--- src/rtl/sertx_pkg.sv ---
package sertx_pkg;

    localparam int DW    = 8;   // widest character
    localparam int CFG_W = 14;  // frame-format word width

    typedef enum logic [1:0] {PAR_NONE, PAR_EVEN, PAR_ODD} par_e;

    typedef enum logic [2:0] {
        PH_IDLE, PH_START, PH_DATA, PH_PAR, PH_STOP
    } phase_e;

    typedef struct packed {
        logic [3:0] nbits;    // data bits per frame, 5..8
        par_e       par;
        logic [2:0] stop_ht;  // stop length in half-bit pulses: 1, 2 or 4
    } frame_t;

    function automatic frame_t decode_cfg(input logic [CFG_W-1:0] c);
        frame_t f;
        if (c[3:0] >= 4'd2 && c[3:0] <= 4'd5) f.nbits = c[3:0] + 4'd3;
        else                                  f.nbits = 4'd8;
        if (c[9])       f.par = c[8] ? PAR_ODD : PAR_EVEN;
        else            f.par = PAR_NONE;
        if (c[13])      f.stop_ht = 3'd4;
        else if (c[12]) f.stop_ht = 3'd2;
        else            f.stop_ht = 3'd1;
        return f;
    endfunction

    function automatic logic parity_bit(input logic [DW-1:0] d, input frame_t f);
        logic [DW-1:0] m;
        m = '0;
        for (int i = 0; i < DW; i++)
            if (i < int'(f.nbits)) m[i] = 1'b1;
        return (^(d & m)) ^ (f.par == PAR_ODD);
    endfunction

endpackage

--- src/rtl/sertx_buf.sv ---
module sertx_buf
    import sertx_pkg::*;
#(
    parameter int DEPTH = 2
) (
    input  logic                          clk,
    input  logic                          rst,
    input  logic                          push,
    input  logic [DW-1:0]                 din,
    input  logic                          pop,
    output logic [DW-1:0]                 dout,
    output logic [$clog2(DEPTH+1)-1:0]    count
);
    localparam int PW = (DEPTH > 1) ? $clog2(DEPTH) : 1;
    localparam int CW = $clog2(DEPTH+1);

    logic [DW-1:0] mem [DEPTH];
    logic [PW-1:0] rp, wp;
    logic          full, empty, do_push, do_pop;

    assign full    = (count == CW'(DEPTH));
    assign empty   = (count == '0);
    assign do_push = push && !full;
    assign do_pop  = pop && !empty;
    assign dout    = mem[rp];

    function automatic logic [PW-1:0] nxt(input logic [PW-1:0] p);
        return (p == PW'(DEPTH-1)) ? '0 : p + PW'(1);
    endfunction

    always_ff @(posedge clk) begin
        if (rst) begin
            rp    <= '0;
            wp    <= '0;
            count <= '0;
        end else begin
            if (do_push) begin
                mem[wp] <= din;
                wp      <= nxt(wp);
            end
            if (do_pop) rp <= nxt(rp);
            count <= count + CW'(do_push) - CW'(do_pop);
        end
    end

    // a write to a full buffer with no pop leaves the level unchanged
    a_r6_full_drop: assert property (@(posedge clk) disable iff (rst)
        (push && full && !pop) |=> $stable(count));
    // level never exceeds the depth
    a_r6_no_overflow: assert property (@(posedge clk) disable iff (rst)
        count <= CW'(DEPTH));

endmodule

--- src/rtl/sertx_enable.sv ---
module sertx_enable (
    input  logic clk,
    input  logic rst,
    input  logic cmd_en,
    input  logic cmd_dis,
    output logic on
);
    always_ff @(posedge clk) begin
        if (rst)          on <= 1'b0;
        else if (cmd_dis) on <= 1'b0;
        else if (cmd_en)  on <= 1'b1;
    end

    a_r9_dis_wins: assert property (@(posedge clk) disable iff (rst)
        cmd_dis |=> !on);
    a_r9_enable: assert property (@(posedge clk) disable iff (rst)
        (cmd_en && !cmd_dis) |=> on);

endmodule

--- src/rtl/sertx_shift.sv ---
module sertx_shift
    import sertx_pkg::*;
(
    input  logic          clk,
    input  logic          rst,
    input  logic          tick,
    input  logic          load,
    input  logic [DW-1:0] din,
    input  frame_t        cfg,
    output logic          busy,
    output logic          txd
);
    phase_e        ph;
    frame_t        fr;
    logic [DW-1:0] sh;
    logic [3:0]    bitn;
    logic [2:0]    hc;
    logic          pbit;

    assign busy = (ph != PH_IDLE);

    always_ff @(posedge clk) begin
        if (rst) begin
            ph   <= PH_IDLE;
            txd  <= 1'b1;
            fr   <= '0;
            sh   <= '0;
            bitn <= '0;
            hc   <= '0;
            pbit <= 1'b0;
        end else if (ph == PH_IDLE) begin
            if (load) begin
                ph   <= PH_START;
                fr   <= cfg;
                sh   <= din;
                pbit <= parity_bit(din, cfg);
                bitn <= '0;
                hc   <= 3'd2;
                txd  <= 1'b0;
            end
        end else if (tick) begin
            if (hc != 3'd1) begin
                hc <= hc - 3'd1;
            end else begin
                hc <= 3'd2;
                case (ph)
                    PH_START: begin
                        ph  <= PH_DATA;
                        txd <= sh[0];
                    end
                    PH_DATA: begin
                        if (bitn == fr.nbits - 4'd1) begin
                            if (fr.par != PAR_NONE) begin
                                ph  <= PH_PAR;
                                txd <= pbit;
                            end else begin
                                ph  <= PH_STOP;
                                txd <= 1'b1;
                                hc  <= fr.stop_ht;
                            end
                        end else begin
                            bitn <= bitn + 4'd1;
                            sh   <= sh >> 1;
                            txd  <= sh[1];
                        end
                    end
                    PH_PAR: begin
                        ph  <= PH_STOP;
                        txd <= 1'b1;
                        hc  <= fr.stop_ht;
                    end
                    default: begin
                        ph  <= PH_IDLE;
                        txd <= 1'b1;
                    end
                endcase
            end
        end
    end

    a_r2_idle_high: assert property (@(posedge clk) disable iff (rst)
        !busy |-> txd);
    a_r2_start_low: assert property (@(posedge clk) disable iff (rst)
        $rose(busy) |-> !txd);
    a_r5_load_on_tick: assert property (@(posedge clk) disable iff (rst)
        $rose(busy) |-> $past(tick));

endmodule

--- src/rtl/serial_tx.sv ---
module serial_tx
    import sertx_pkg::*;
#(
    parameter int DEPTH = 2
) (
    input  logic             clk,
    input  logic             rst,
    input  logic             wr_en,
    input  logic [DW-1:0]    wr_data,
    input  logic [CFG_W-1:0] cfg,
    input  logic             lvl_sel,
    input  logic             cmd_en,
    input  logic             cmd_dis,
    input  logic             half_tick,
    output logic             txd,
    output logic             buf_lvl,
    output logic             tx_done,
    output logic             tx_on
);
    localparam int CW = $clog2(DEPTH+1);

    logic [CW-1:0] level;
    logic [DW-1:0] head;
    logic          busy, start;
    frame_t        fcfg;

    assign fcfg  = decode_cfg(cfg);
    assign start = half_tick && !busy && tx_on && (level != '0);

    sertx_buf #(.DEPTH(DEPTH)) u_buf (
        .clk(clk), .rst(rst), .push(wr_en), .din(wr_data),
        .pop(start), .dout(head), .count(level)
    );

    sertx_enable u_en (
        .clk(clk), .rst(rst), .cmd_en(cmd_en), .cmd_dis(cmd_dis), .on(tx_on)
    );

    sertx_shift u_sh (
        .clk(clk), .rst(rst), .tick(half_tick), .load(start),
        .din(head), .cfg(fcfg), .busy(busy), .txd(txd)
    );

    assign buf_lvl = lvl_sel ? (level == '0) : (level < CW'(DEPTH));
    assign tx_done = (level == '0) && !busy;

    // while disabled, an idle shifter stays idle
    a_r10_off_no_start: assert property (@(posedge clk) disable iff (rst)
        (!tx_on && !busy) |=> !busy);
    // transmit complete implies an idle line
    a_r8_done_idle: assert property (@(posedge clk) disable iff (rst)
        tx_done |-> txd);
    // an empty buffer satisfies either threshold
    a_r7_done_level: assert property (@(posedge clk) disable iff (rst)
        tx_done |-> buf_lvl);

endmodule

--- config.mk ---
export PLATFORM = sky130hd
export DESIGN_NAME = serial_tx
export DESIGN_NICKNAME = d
export VERILOG_FILES = /design/src/rtl/sertx_pkg.sv /design/src/rtl/sertx_buf.sv /design/src/rtl/sertx_enable.sv /design/src/rtl/sertx_shift.sv /design/src/rtl/serial_tx.sv
export SDC_FILE = /design/constraint.sdc
export NUM_CORES = 1
export LEC_CHECK = 0
export CAP_MARGIN = 0
export CORE_ASPECT_RATIO = 2
export CORE_MARGIN = 4
export CORE_UTILIZATION = 50
export CTS_CLUSTER_DIAMETER = 120
export DETAILED_ROUTE_END_ITERATION = 7
export GPL_ROUTABILITY_DRIVEN = 0
export PLACE_DENSITY = 0.73
export SLEW_MARGIN = 5
export SYNTH_ARGS = -nofsm -noshare
export SYNTH_HDL_FRONTEND = slang
export SYNTH_SLANG_ARGS = --single-unit
--- constraint.sdc ---
create_clock -name clk -period 2.5 [get_ports clk]
set_input_delay 0.5 -clock clk [delete_from_list [all_inputs] [get_ports clk]]
set_output_delay 0.5 -clock clk [all_outputs]
set_load 0.03 [all_outputs]
==> flow_summary.yaml, run 1 <==
run_status:
  status: "finished, final reports clean"
clock_network:
  insertion_delay_ns: 0.31
  cts_buffers: 5
  numClockSinks: 51
  tritoncts: "built"
  root_buffer: "clkbuf_8"
  cts_hold_buf: 0
  clk_pin_slew_ns: 0.10
  htreeDepth: 2
  post_cts_buffers: 0
  clk_path_buf_depth: 2
floorplanning:
  initial_core_util_pct: 52.40
  pin_count: 33
  rows: 37
  die_area_mm2: 0.006803
  dieWidth_um: 60.36
  core_mm2: 0.005231
  die_height_um: 112.7
routing:
  vias_per_cell: 5.722
  vias: 2306
  first_pass_iters: 4
  routed.top_layer: "met4"
  dr_wl_met3_um: 148
  met1_length_mm: 2.170
  dr.first_iter.drc_count: 83
  drcViolationCount: 0
  met2_length_mm: 3.511
  ant_nets: 0
  avgRoutedWirePerCell_um: 15.21
  routed_wl_mm: 6.128
worst_setup_path:
  critPathBufInv: 1
  crit_family: "simple AND/OR/NAND/NOR gates"
  critPathMaxStageDelay_ns: 0.40
  crit_required_ns: 2.73
  critPathLaunchType: "flop"
  critPathKind: "reg -> reg"
  crit_path_end_kind: "flop"
  cp.arrival_ns: 2.51
  critPathSlowestCell: "dfxtp_1"
  critPathMaxFanout: 4
  path_cells: "inv_1, ha_1, xnor2_1, nor3_2, and2_4, a21oi_1, nor4b_2, a22oi_1, a211oi_1"
timing:
  rsz0062_at_grt: "false"
  fmax_mhz: 439.0
  fin_ws_ns: 0.2219
  period_needed_ns: 2.278
  timing.hold.ws_ns: 0.4571
  finClkSkew_ns: 0.01570
  setup_viol: 0
  finalCritPeriodShare_pct: 91.12
  slew_headroom_pct: 66.01
  max_slew.worst_pin.slew_ns: 0.5052
  report.final.slew_viol_count: 0
  hold_violations: 0
synthesis:
  yosysWarningCount: 0
  synth_edf_count: 16
  synth_area_mm2: 0.002741
  syn_area_per_cell_um2: 9.261
  syn_nets: 334
  synth_seq_cells: 51
  synthFlopType: "dfxtp_1"
  synth_cell_types: 55
  async_reset_ff_share_pct: 0
  synth.yosys.seq_area_share_pct: 43.09
  syn-instance-count: 296
power_and_ir_drop:
  power_w: 0.001894
  power_density_mw_per_mm2: 550.0
  peakVddDrop_uv: 535.7
  leakagePower_nw: 1.280
run:
  max-cap-violations: 0
global_routing:
  grt_start_max_net_pins: 35
  groute.usage.overall_pct: 18.91
  grt_pass1_wl_mm: 9.949
  grt-ovfl-total: 0
  grt_antenna_before_repair: 0
  first_global_vias: 2329
final_layout:
  fillCellCount: 445
  layout-drive-gt1-share_pct: 17.39
  num_antenna_cells: 0
  multi_input_comb_area_mm2: 0.001506
  area_growth_pct: 25.60
  layout.area.seq_mm2: 0.001181
  final_nets: 382
placed_design:
  dp_hpwl_mm: 4.716
  dpl_worst_slack_ns: -0.5001
  portBuffers: 26
min_path:
  min_path_type: "reg -> reg"
[flip-flops by register name, summed over array words and instances (netlist names), named ones only]
name	flops
u_sh.sh	8
u_buf.mem	16
u_sh.hc	3
u_buf.count	2
u_sh.txd	1
u_buf.rp	1
u_sh.bitn	4
u_sh.fr	9
u_sh.pbit	1
u_buf.wp	1
u_sh.ph	3
u_en.on	1
[kinds of logic (layout without fill, tap and decap cells)]
| group | after synthesis | in the layout | share of synthesized area, % |
|---|---|---|---|
| AO/OA/AOI/OAI | 65 | 65 | 16.48 |
| flip-flops | 51 | 51 | 43.09 |
| buffers and inverters | 29 | 78 | 4.610 |
| adder cells (fa/ha/maj) | 9 | 9 | 4.108 |
| AND/OR/NAND/NOR | 113 | 113 | 21.50 |
| multiplexers | 9 | 9 | 3.286 |
| XOR/XNOR | 20 | 20 | 6.937 |
[cell usage in the layout (no fill, tap or decap), drive strengths merged, types with 2 or more instances in the layout]
cell type,instances
or3,2
dlymetal6s2s,2
edfxtp,16
clkdlybuf4s50,23
nor2b,3
a21oi,24
a211o,7
mux2i,9
or4b,2
nand3,7
or2,2
buf,30
inv,15
a22oi,2
o21a,2
dfxtp,35
nand3b,3
o211a,2
a21o,2
xor2,8
ha,9
nand2b,2
a211oi,4
nor3b,2
nor3,17
nor4,2
nor2,45
xnor2,11
clkbuf,6
nor4b,4
nand2,19
a31oi,2
a221o,3
o21ai,7
o31ai,2
[metrics by stage]
step / setup TNS (ns) / std cells / instance area, um^2 / utilization [%]
final: 0 / 403 / 3443 / 65.82
after global placement: -0.3582 / 395 / 3238 / 61.90
after detailed placement: -0.5001 / 395 / 3238 / 61.90
after global routing: 0 / 403 / 3443 / 65.82
after CTS: 0 / 403 / 3373 / 64.48
after floorplan: 0 / 296 / 2741 / -
[Yosys cell counts (all sizes together) (7+ instances only)]
cell type | n | area (um^2)
xnor2 | 11 | 96.34
edfxtp | 16 | 480.5
mux2i | 9 | 90.09
o21ai | 7 | 38.79
clkbuf | 8 | 30.03
dfxtp | 35 | 700.7
a211o | 7 | 61.31
buf | 7 | 43.79
nor3 | 17 | 95.09
a21oi | 24 | 120.1
inv | 14 | 52.55
nand2 | 19 | 71.32
ha | 9 | 112.6
nand3 | 7 | 35.03
xor2 | 8 | 70.07
nor2 | 45 | 168.9
[final timing paths]
| path | end | cells after the start | slack (ns) | start |
|---|---|---|---|---|
| max | u_sh.hc[0]$_SDFFE_PP0P_ | 9 | 0.22 | u_sh.fr[5]$_SDFFE_PP0P_ |
| min | u_sh.hc[1]$_SDFFE_PP0P_ | 2 | 0.46 | u_sh.hc[1]$_SDFFE_PP0P_ |
| max reg2reg | u_sh.hc[0]$_SDFFE_PP0P_ | 9 | 0.22 | u_sh.fr[5]$_SDFFE_PP0P_ |
| min reg2reg | u_sh.hc[1]$_SDFFE_PP0P_ | 2 | 0.46 | u_sh.hc[1]$_SDFFE_PP0P_ |
[worst register-to-register path, stage by stage, from the launching register on]
cell and delay (ns):
dfxtp_1 0.40, inv_1 0.06, ha_1 0.30, xnor2_1 0.14
nor3_2 0.24, and2_4 0.20, a21oi_1 0.07, nor4b_2 0.40
a22oi_1 0.15, a211oi_1 0.24
[final cells by class]
| type | count | share of cell area [%] |
|---|---|---|
| clock buffers | 6 | 2.398 |
| multi-input cells | 216 | 43.75 |
| well taps | 58 | 2.108 |
| clock inverters | 2 | 1.126 |
| inverters | 14 | 1.526 |
| flip-flops and latches | 51 | 34.30 |
| repair buffers | 56 | 14.79 |
[power breakdown]
part | internal (W) | total (W) | switching (W) | leakage (nW)
clock | 0.000329 | 0.000603 | 0.000274 | 0.0618
combinational | 0.000177 | 0.000373 | 0.000196 | 0.789
sequential | 0.000892 | 0.000918 | 0.0000262 | 0.430
[per-layer routing]
metal / GRT usage, % / up-vias
met3: 2.626 / 21
li1: - / 1157
met1: 18.39 / 1083
met4: 10.36 / 0
met5: 0 / -
met2: 35.55 / 45
[what timing repair did]
item,4_1_cts,5_1_grt
pin swaps,2,4
resized for setup,6,16
endpoints found under the setup margin,2,1
(Power assumes the default switching activity.)
==> inputs of run 2 (changes only) <==
- CORE_ASPECT_RATIO: 2 -> 1.75
- clock period: 2.5 -> 2 ns (I/O delays scaled with it)
==> run 2 against run 1 <==
  * The run now ends with negative setup slack left
  * Sequential share of layout area down 1.0 points
  * Highest routed layer unchanged
  * Clock skew down 0.0028 ns
  * Critical path type unchanged
  * Maximum frequency up 13%
  * Die area down 0.37%
  * Non-clock buffer count up 10
  * Count of clock-buffer cells in the layout unchanged
  * Register-to-register slack worse by 0.25 ns
  * Global-route usage up 0.88 points
==> flow_summary.yaml, run 2 (same netlist as run 1, synthesis figures left out) <==
timing:
  slew_headroom_pct: 67.80
  report.final.slew_viol_count: 0
  rsz0062_at_grt: "true"
  max_slew.worst_pin.slew_ns: 0.4779
  hold_violations: 0
  fmax_mhz: 493.9
  setup_viol: 1
  period_needed_ns: 2.025
  finalCritPeriodShare_pct: 101.2
  fin_ws_ns: -0.02463
  finClkSkew_ns: 0.01287
placed_design:
  portBuffers: 26
  dp_hpwl_mm: 4.728
worst_setup_path:
  critPathMaxStageDelay_ns: 0.48
  cp.arrival_ns: 2.28
  critPathLaunchType: "flop"
  path_cells: "xor3_1, nor3_2, and2_4, or2_4, nand2b_4, or4b_4, a21oi_2"
  critPathKind: "reg -> reg"
  critPathSlowestCell: "or4b_4"
  critPathMaxFanout: 3
  crit_required_ns: 2.26
  crit_path_end_kind: "flop"
routing:
  ant_nets: 0
  avgRoutedWirePerCell_um: 14.92
  drcViolationCount: 0
  vias_per_cell: 5.399
  vias: 2316
  routed_wl_mm: 6.401
  dr.first_iter.drc_count: 132
  first_pass_iters: 4
run:
  max-cap-violations: 0
global_routing:
  grt_start_max_net_pins: 18
  grt_antenna_before_repair: 0
  grt-ovfl-total: 0
  first_global_vias: 2379
  grt_pass1_wl_mm: 10.54
  groute.usage.overall_pct: 19.79
final_layout:
  fillCellCount: 458
  layout-drive-gt1-share_pct: 25.63
  regMostFlops: "u_buf.mem"
  multi_input_comb_area_mm2: 0.001568
  final_nets: 392
  final_common_cell: "nor2_1"
  num_antenna_cells: 0
  area_growth_pct: 30.44
  largest_reg_flops: 16
  reg_top3: "u_buf.mem (16), u_sh.fr (9), u_sh.sh (8)"
  fin_util_pct: 67.49
  mostFrequentLayoutCells: "nor2_1 (44), buf_4 (39), dfxtp_1 (30), clkdlybuf4s50_1 (21), a21oi_1 (20)"
  layout.area.seq_mm2: 0.001190
clock_network:
  numClockSinks: 51
  root_buffer: "clkbuf_8"
  cts_buffers: 5
  insertion_delay_ns: 0.31
  clk_pin_slew_ns: 0.10
  clk_path_buf_depth: 2
  htreeDepth: 2
  cts_hold_buf: 0
  tritoncts: "built"
power_and_ir_drop:
  power_w: 0.002217
  power_density_mw_per_mm2: 620.0
  leakagePower_nw: 1.322
  peakVddDrop_uv: 523.4
run_status:
  failed_checks: "negative setup slack"
  status: "complete, but fails checks"
floorplanning:
  die_height_um: 106.0
  initial_core_util_pct: 51.74
  pin_count: 33
  rows: 35
  die_area_mm2: 0.006778
  core_mm2: 0.005299
  dieWidth_um: 63.98
min_path:
  min_path_type: "reg -> reg"
-- run 2: repair_timing --
item,4_1_cts,5_1_grt
setup buffers,1,0
cloned,0,0
setup endpoints to repair,7,7
pin swaps,14,14
hold endpoints to repair,0,0
gates resized for setup,24,22
-- run 2: path summary, 6_finish.rpt --
kind | start | to | slack (ns) | cells after the start
setup / recovery | u_sh.fr[7]$_SDFFE_PP0P_ | u_sh.ph[2]$_SDFFE_PP0P_ | -0.02 | 7
hold / removal | u_sh.sh[4]$_SDFFE_PP0P_ | u_sh.sh[4]$_SDFFE_PP0P_ | 0.46 | 2
setup reg to reg | u_sh.fr[7]$_SDFFE_PP0P_ | u_sh.ph[2]$_SDFFE_PP0P_ | -0.02 | 7
hold reg to reg | u_sh.sh[4]$_SDFFE_PP0P_ | u_sh.sh[4]$_SDFFE_PP0P_ | 0.46 | 2
-- run 2: cell type report --
| class | count | area share [%] |
|---|---|---|
| sequential | 51 | 33.27 |
| tap | 74 | 2.589 |
| multi-input combinational | 216 | 43.84 |
| inverter | 14 | 1.749 |
| timing repair buffer | 66 | 16.13 |
| clock buffer | 6 | 2.029 |
| clock inverter | 2 | 0.3849 |
-- run 2: metrics by stage --
stage	hold WS, ns	setup TNS, ns	cells	setup slack [ns]	cell area, um^2
4_1_cts	0.4616	-0.01582	429	-0.01582	3508
3_3_place_gp	0.4395	-1.678	420	-0.7821	3363
3_5_place_dp	0.4483	-2.106	420	-0.8178	3363
6_report	0.4589	-0.02463	429	-0.02463	3576
2_1_floorplan	0.4273	-0.1936	296	-0.1936	2798
5_1_grt	0.4775	-0.4376	429	-0.1176	3576
-- run 2: power by group --
group | total, W | internal (W) | switching (W)
Sequential | 0.00115 | 0.00111 | 0.0000376
Combinational | 0.000472 | 0.000226 | 0.000246
Clock | 0.000593 | 0.000248 | 0.000346
-- run 2: metal layers --
layer,GRT usage (%),vias up,share of wire (%)
li1,-,1171,-
met1,19.06,1090,36
met2,38.19,38,58
met3,3.383,17,2.6
met4,10.66,0,4.1
met5,0,-,0
-- run 2: critical path, delay by kind of cell (launching register included) --
| kind | cells | cell delay (ns) |
|---|---|---|
| and+or+nand+nor | 5 | 1.08 |
| xor gates and xnor gates | 1 | 0.41 |
| DFF | 1 | 0.35 |
| AOI/OAI and AO/OA | 1 | 0.14 |
